--- src/rtl/pit_pkg.sv ---
package pit_pkg;

    localparam int CTRL_W  = 8;
    localparam int SRC_N   = 4;
    localparam int SRC_W   = 2;
    localparam int PEXP_W  = 3;

    // control word, bit 0 upward: run, reload, source[1:0], prescale[2:0], one-shot
    typedef struct packed {
        logic              oneshot;
        logic [PEXP_W-1:0] pexp;
        logic [SRC_W-1:0]  src;
        logic              reload;
        logic              run;
    } ctrl_t;

    localparam logic [CTRL_W-1:0] CTRL_RST = 8'h04;

    localparam logic [3:0] SLOT_CTRL = 4'h0;
    localparam logic [3:0] SLOT_INTV = 4'h4;
    localparam logic [3:0] SLOT_CNT  = 4'h8;

    localparam logic [3:0] GLB_IEN   = 4'h0;
    localparam logic [3:0] GLB_IST   = 4'h4;

endpackage

--- src/rtl/pit_prescaler.sv ---
module pit_prescaler #(
    parameter int EXP_W = 3
) (
    input  logic             clk,
    input  logic             rst_n,
    input  logic             clr,
    input  logic             tick_in,
    input  logic [EXP_W-1:0] exp_sel,
    output logic             tick_out
);
    localparam int CNT_W = (1 << EXP_W) - 1;

    logic [CNT_W-1:0] phase_d, phase_q;
    logic [CNT_W-1:0] mask;
    logic             wrap;

    always_comb begin
        for (int b = 0; b < CNT_W; b++) begin
            mask[b] = (b < int'(exp_sel));
        end
        wrap     = ((phase_q & mask) == mask);
        tick_out = tick_in && !clr && wrap;
        phase_d  = phase_q;
        if (clr) begin
            phase_d = '0;
        end else if (tick_in) begin
            phase_d = wrap ? '0 : phase_q + 1'b1;
        end
    end

    always_ff @(posedge clk or negedge rst_n) begin
        if (!rst_n) begin
            phase_q <= '0;
        end else begin
            phase_q <= phase_d;
        end
    end

endmodule

--- src/rtl/pit_channel.sv ---
module pit_channel
    import pit_pkg::*;
#(
    parameter int DATA_W = 32
) (
    input  logic              clk,
    input  logic              rst_n,
    input  logic [SRC_N-1:0]  src_tick,
    input  logic              wr_ctrl,
    input  logic              wr_intv,
    input  logic [DATA_W-1:0] wdata,
    output logic [CTRL_W-1:0] ctrl_o,
    output logic [DATA_W-1:0] intv_o,
    output logic [DATA_W-1:0] cnt_o,
    output logic              expire_o
);
    typedef struct packed {
        ctrl_t             ctrl;
        logic [DATA_W-1:0] intv;
        logic [DATA_W-1:0] cnt;
    } chan_t;

    chan_t st_d, st_q;
    logic  sel_tick;
    logic  pre_in;
    logic  cnt_tick;
    logic  any_wr;

    assign any_wr   = wr_ctrl | wr_intv;
    assign sel_tick = src_tick[st_q.ctrl.src];
    assign pre_in   = st_q.ctrl.run & sel_tick & !any_wr;

    pit_prescaler #(
        .EXP_W (PEXP_W)
    ) u_pre (
        .clk      (clk),
        .rst_n    (rst_n),
        .clr      (wr_ctrl),
        .tick_in  (pre_in),
        .exp_sel  (st_q.ctrl.pexp),
        .tick_out (cnt_tick)
    );

    always_comb begin
        st_d     = st_q;
        expire_o = 1'b0;
        if (wr_ctrl) begin
            st_d.ctrl = ctrl_t'(wdata[CTRL_W-1:0]);
            if (wdata[1]) begin
                st_d.cnt = st_q.intv;
            end
        end else if (wr_intv) begin
            st_d.intv = wdata;
            st_d.cnt  = wdata;
        end else if (cnt_tick) begin
            if (st_q.cnt <= DATA_W'(1)) begin
                expire_o = 1'b1;
                if (st_q.ctrl.oneshot) begin
                    st_d.cnt      = '0;
                    st_d.ctrl.run = 1'b0;
                end else begin
                    st_d.cnt = st_q.intv;
                end
            end else begin
                st_d.cnt = st_q.cnt - 1'b1;
            end
        end
    end

    always_ff @(posedge clk or negedge rst_n) begin
        if (!rst_n) begin
            st_q.ctrl <= ctrl_t'(CTRL_RST);
            st_q.intv <= '0;
            st_q.cnt  <= '0;
        end else begin
            st_q <= st_d;
        end
    end

    assign ctrl_o = st_q.ctrl;
    assign intv_o = st_q.intv;
    assign cnt_o  = st_q.cnt;

    AST_ONESHOT_STOPS: assert property (@(posedge clk) disable iff (!rst_n)
        (expire_o && st_q.ctrl.oneshot) |=> (!st_q.ctrl.run && st_q.cnt == '0));

    AST_PERIODIC_RELOAD: assert property (@(posedge clk) disable iff (!rst_n)
        (expire_o && !st_q.ctrl.oneshot) |=> (st_q.cnt == $past(st_q.intv) && st_q.ctrl.run));

    AST_HOLD_STOPPED: assert property (@(posedge clk) disable iff (!rst_n)
        (!st_q.ctrl.run && !any_wr) |=> $stable(st_q.cnt));

    AST_INTV_LOAD: assert property (@(posedge clk) disable iff (!rst_n)
        wr_intv |=> (st_q.intv == $past(wdata) && st_q.cnt == $past(wdata)));

    AST_RELOAD_BIT: assert property (@(posedge clk) disable iff (!rst_n)
        (wr_ctrl && wdata[1]) |=> (st_q.cnt == $past(st_q.intv)));

endmodule

--- src/rtl/pit_bank.sv ---
module pit_bank
    import pit_pkg::*;
#(
    parameter int N_TIMERS = 6,
    parameter int DATA_W   = 32,
    parameter int ADDR_W   = 8
) (
    input  logic                clk,
    input  logic                rst_n,
    input  logic [3:0]          tick_en,
    input  logic                wr_en,
    input  logic                rd_en,
    input  logic [ADDR_W-1:0]   addr,
    input  logic [DATA_W-1:0]   wdata,
    output logic [DATA_W-1:0]   rdata,
    output logic [N_TIMERS-1:0] irq_o
);
    localparam int HI_W = ADDR_W - 4;

    typedef struct packed {
        logic [N_TIMERS-1:0] ien;
        logic [N_TIMERS-1:0] ist;
        logic [DATA_W-1:0]   rdata;
    } bank_t;

    bank_t st_d, st_q;

    logic [HI_W-1:0]     hi;
    logic [3:0]          lo;
    logic                glb_sel;
    logic                wr_ien, wr_ist;
    logic                mapped;
    logic [DATA_W-1:0]   rd_mux;
    logic [N_TIMERS-1:0] tmr_sel;
    logic [N_TIMERS-1:0] wr_ctrl, wr_intv;
    logic [N_TIMERS-1:0] expire;
    logic [CTRL_W-1:0]   ctrl_v [N_TIMERS];
    logic [DATA_W-1:0]   intv_v [N_TIMERS];
    logic [DATA_W-1:0]   cnt_v  [N_TIMERS];

    assign hi      = addr[ADDR_W-1:4];
    assign lo      = addr[3:0];
    assign glb_sel = (hi == '0);
    assign wr_ien  = wr_en && glb_sel && lo == GLB_IEN;
    assign wr_ist  = wr_en && glb_sel && lo == GLB_IST;

    for (genvar i = 0; i < N_TIMERS; i++) begin : g_tmr
        assign tmr_sel[i] = (hi == HI_W'(i + 1));
        assign wr_ctrl[i] = wr_en && tmr_sel[i] && lo == SLOT_CTRL;
        assign wr_intv[i] = wr_en && tmr_sel[i] && lo == SLOT_INTV;

        pit_channel #(
            .DATA_W (DATA_W)
        ) u_chan (
            .clk      (clk),
            .rst_n    (rst_n),
            .src_tick (tick_en),
            .wr_ctrl  (wr_ctrl[i]),
            .wr_intv  (wr_intv[i]),
            .wdata    (wdata),
            .ctrl_o   (ctrl_v[i]),
            .intv_o   (intv_v[i]),
            .cnt_o    (cnt_v[i]),
            .expire_o (expire[i])
        );
    end

    always_comb begin
        rd_mux = '0;
        mapped = 1'b0;
        if (glb_sel) begin
            if (lo == GLB_IEN) begin
                rd_mux = DATA_W'(st_q.ien);
                mapped = 1'b1;
            end else if (lo == GLB_IST) begin
                rd_mux = DATA_W'(st_q.ist);
                mapped = 1'b1;
            end
        end
        for (int i = 0; i < N_TIMERS; i++) begin
            if (tmr_sel[i]) begin
                if (lo == SLOT_CTRL) begin
                    rd_mux = DATA_W'(ctrl_v[i]);
                    mapped = 1'b1;
                end else if (lo == SLOT_INTV) begin
                    rd_mux = intv_v[i];
                    mapped = 1'b1;
                end else if (lo == SLOT_CNT) begin
                    rd_mux = cnt_v[i];
                    mapped = 1'b1;
                end
            end
        end
    end

    always_comb begin
        st_d       = st_q;
        st_d.rdata = rd_en ? rd_mux : '0;
        if (wr_ien) begin
            st_d.ien = wdata[N_TIMERS-1:0];
        end
        if (wr_ist) begin
            st_d.ist = st_q.ist & ~wdata[N_TIMERS-1:0];
        end
        st_d.ist = st_d.ist | expire;
    end

    always_ff @(posedge clk or negedge rst_n) begin
        if (!rst_n) begin
            st_q <= '0;
        end else begin
            st_q <= st_d;
        end
    end

    assign rdata = st_q.rdata;
    assign irq_o = st_q.ist & st_q.ien;

    AST_STATUS_CLEAR: assert property (@(posedge clk) disable iff (!rst_n)
        (wr_ist && expire == '0) |=> ((st_q.ist & $past(wdata[N_TIMERS-1:0])) == '0));

    AST_STATUS_STICKY: assert property (@(posedge clk) disable iff (!rst_n)
        !wr_ist |=> (($past(st_q.ist) & ~st_q.ist) == '0));

    AST_EXPIRY_FLAGS: assert property (@(posedge clk) disable iff (!rst_n)
        (expire != '0) |=> ((st_q.ist & $past(expire)) == $past(expire)));

    AST_UNMAPPED_ZERO: assert property (@(posedge clk) disable iff (!rst_n)
        (rd_en && !mapped) |=> (rdata == '0));

    AST_ONE_STROBE: assert property (@(posedge clk) disable iff (!rst_n)
        $countones({wr_ien, wr_ist, wr_ctrl, wr_intv}) <= 1);

endmodule

--- config.mk ---
export PLATFORM = sky130hd
export DESIGN_NAME = pit_bank
export DESIGN_NICKNAME = d
export VERILOG_FILES = /design/src/rtl/pit_pkg.sv /design/src/rtl/pit_prescaler.sv /design/src/rtl/pit_channel.sv /design/src/rtl/pit_bank.sv
export SDC_FILE = /design/constraint.sdc
export NUM_CORES = 2
export LEC_CHECK = 0
export ABC_AREA = 1
export BUFFER_PORTS_ARGS = -buffer_cell sky130_fd_sc_hd__buf_4
export CORE_AREA = 2 2 298 373
export DETAILED_ROUTE_END_ITERATION = 8
export DIE_AREA = 0 0 300 375
export PLACE_DENSITY = 0.43
export SYNTH_ARGS = -nofsm -noshare
export SYNTH_HDL_FRONTEND = slang
export SYNTH_SLANG_ARGS = --single-unit
--- constraint.sdc ---
create_clock -name clk -period 3.1 [get_ports clk]
set_input_delay 0.155 -clock clk [delete_from_list [all_inputs] [get_ports clk]]
set_output_delay 0.155 -clock clk [all_outputs]
set_load 0.005 [all_outputs]
==> results.md <==
* Status: finished, final reports clean
* Clock Tree Buf Depth at 3
* Worst rel slew slack at 40.04%
* Commonest cells after routing, fill and taps aside: 955 x nand2_1, 550 x o21ai_0, 512 x dfrtp_1
* Clock Sinks at 518
* Worst Reg-to-Reg Cells at 12
* Post-synth cell types at 80
* CTS buffer count at 67
* Setup ws final at 89.83 ps
* Fmax at 332.2 MHz
* Synth top area share at 38.17%
* WHS at 104.6 ps
* # Max-Cap Violations at 0
* Crit-path max FO at 4
* Pwr Density at 532.5 mW/mm^2
* Post-route clock skew at 36.19 ps
* Port-buffer cells at 85
* Tightest Pin Transition at 876.8 ps
* First-pass iteration count of the detailed router at 6
* Synthesis-to-finish area growth at 17.30%
* Reg clk slew, reported paths at 60 ps
* Vias in the first global route at 33,992
* RSZ-0062 raised after global routing: no
* Via count at 34,335
* WL/cell at 25.28 um
* Number of synthesis warnings at 0
* Syn Std Cell Area at 0.03356 sq mm
* Cells after Synth at 4,659
* Placed cell area at 0.03684 sq mm
* Tot GR Track Use at 28.05%
* Top post-synthesis cells by area: dfrtp_1 38%, nand2_1 11%, o21ai_0 8.2%
* Remaining Overflow, GRT at 0
* Root buffer cell: clkbuf_16
* Die span in y at 375 um
* First-pass GRT wire length at 232,400 um
* Initial antenna violation count at 4
* Commonest non-fill, non-tap cell in the layout: nand2_1
* Gpl congestion at 0.9538
* # DRC at 0
* Net Count, Synth at 4,725
* Area leader, netlist: dfrtp_1
* Crit Path Class: reg2reg
* Std-Cell Core Area at 0.1092 sq mm
* Min Tclk post-route at 3010 ps
* Final Instance Area at 0.03937 sq mm
* Synth Flop Type: dfrtp_1
* VDD IR-drop max at 0.4342 mV
* Clock Latency Late Sink at 660 ps
* Post-DP HPWL at 116,300 um
* Nets@finish at 4,873
* Num ports at 86
* FF+latch count, synth at 518
* Mean number of vias per cell at 5.446
* Detailed Route Iter0 Violations at 3,007
* Design Power at 20,960 uW
* Fin. max-slew vios at 0
* Largest net degree at the start of global routing at 86
* Final Hold Vio Count at 0
* Critical Path Source Type: register
* Die width at 300 um
* DRT antenna net count at 0
* Worst hold path class: in2async
* CTS tree: yes
* Row count at 136
* Routed Wire Length at 159,400 um
* FFs w/ async S/R, synth at 100.0%
* Starting density of the core at 30.72%
* Fin crit share at 97.10%
* Pre-CTS setup slack at 3.735 ps
* CP Data Arrival Time at 3500 ps
* CP Capture Type: register
* Finish-stage setup viols at 0
* Share of layout cells above drive strength 1 at 12.71%
* Ant diodes at 0
* Seq/Total Area, Yosys at 38.64%
* Req. time, crit path at 3590 ps
* Die Area at 0.1125 sq mm
* H-tree level count at 3
* Mean post-synth cell area at 7.204 sq um
* Leakage power at 0.01801 uW
* Number of synthesized flops with an enable pin at 0
## where the power goes
part	switching [uW]	internal [uW]
sequential	1000	7540
combinational	2770	1660
clock	3290	4700
## worst paths after layout
kind	slack (ps)	to	startpoint
setup / recovery	90	g_tmr[2].u_chan.ctrl_o[0]	g_tmr[2].u_chan.cnt_o[2]
hold / removal	100	g_tmr[2].u_chan.u_pre.phase_q[2]	rst_n
setup reg to reg	90	g_tmr[2].u_chan.ctrl_o[0]	g_tmr[2].u_chan.cnt_o[2]
hold reg to reg	510	g_tmr[5].u_chan.intv_o[12]	g_tmr[5].u_chan.intv_o[12]
max in group asynchronous	1990	g_tmr[2].u_chan.cnt_o[13]	rst_n
min in group clk	140	g_tmr[1].u_chan.intv_o[5]	wr_en
## logic make-up after synthesis
group	share of synthesized area, %
AOI/OAI and AO/OA	24.94
adders and majority gates	0.6710
buffers and inverters	10.23
and+or+nand+nor	22.98
xor gates and xnor gates	2.505
muxes	0.02982
DFF	38.64
## critical path, stage by stage, from the launching register on
cell       delay (ps)
dfrtp_1           380
buf_4             150
nor2_1            100
inv_1             130
nor2_1            290
inv_1             120
nor2_1            130
nand2_1           130
a2111oi_0         790
buf_4             280
nand2_1            70
o211ai_1          150
o21ai_0           100
## metal layers
| layer | track usage (%) | routed length, um | vias up |
|---|---|---|---|
| li1 | - | - | 16064 |
| met1 | 33.61 | 63840 | 16918 |
| met2 | 49.42 | 79660 | 1063 |
| met3 | 2.833 | 7158 | 288 |
| met4 | 14.55 | 8727 | 2 |
| met5 | 0 | 13 | - |
## cell usage after synthesis (5+ instances only)
cell type  number
nor3_4          8
nand2_1       956
inv_1         504
clkbuf_1      136
o22ai_1       160
o31ai_1        15
or2_2           7
ha_1           18
nand3_2         6
o221ai_1       10
dfrtp_1       512
xnor2_1        16
buf_2          83
nor3_2         13
a2111oi_0       5
nand4_1        32
o311ai_0       11
o211ai_1       34
a311oi_1        7
o2111ai_1       9
a32o_1          6
a22oi_1        75
nand2_2        23
o21ai_0       550
a31oi_1        41
xor2_1         80
nor4_1         21
nor2_2         32
a41oi_1        24
o21bai_1       14
nand3_1       135
a32oi_1        12
inv_2          46
a211oi_1       15
nor3_1         93
o21ai_1        67
nor2_4         16
dfstp_2         6
a221oi_1        9
buf_1           9
nor2_1        396
a21oi_1       326
buf_4          46
a41oi_2         7
o21a_1          5
## sequential cells by signal, indices dropped and copies added, names as in the netlist
register and flops:
g_tmr.u_chan.cnt_o 192, g_tmr.u_chan.ctrl_o 48, g_tmr.u_chan.intv_o 192, g_tmr.u_chan.u_pre.phase_q 42, rdata 32, st_q 12
## through the flow
stage | TNS, ps | instances | util [%]
after global routing | 0 | 6305 | 36.04
after floorplan | 0 | 4659 | -
final | 0 | 6305 | 36.04
after detailed placement | 0 | 6153 | 33.73
after global placement | -3.248 | 6153 | 33.73
after CTS | 0 | 6305 | 36.03
## layout make-up
type / count / area (sq um)
Multi-Input combinational cell: 3308 / 17220
Tap cell: 1449 / 1813
Timing Repair Buffer: 356 / 3090
Sequential cell: 518 / 12970
Clock buffer: 104 / 2051
Inverter: 556 / 2096
Fill cell: 11801 / 69880
Clock inverter: 14 / 126.4
## repair_timing
| action | 4_1_cts | 5_1_grt |
|---|---|---|
| endpoints found under the hold margin | 332 | 0 |
| gates resized for setup | 0 | 1 |
| setup buffers | 0 | 0 |
| endpoints found under the setup margin | 0 | 9 |
| hold buffers | 34 | 0 |
Power figures use the tool's default switching activity.
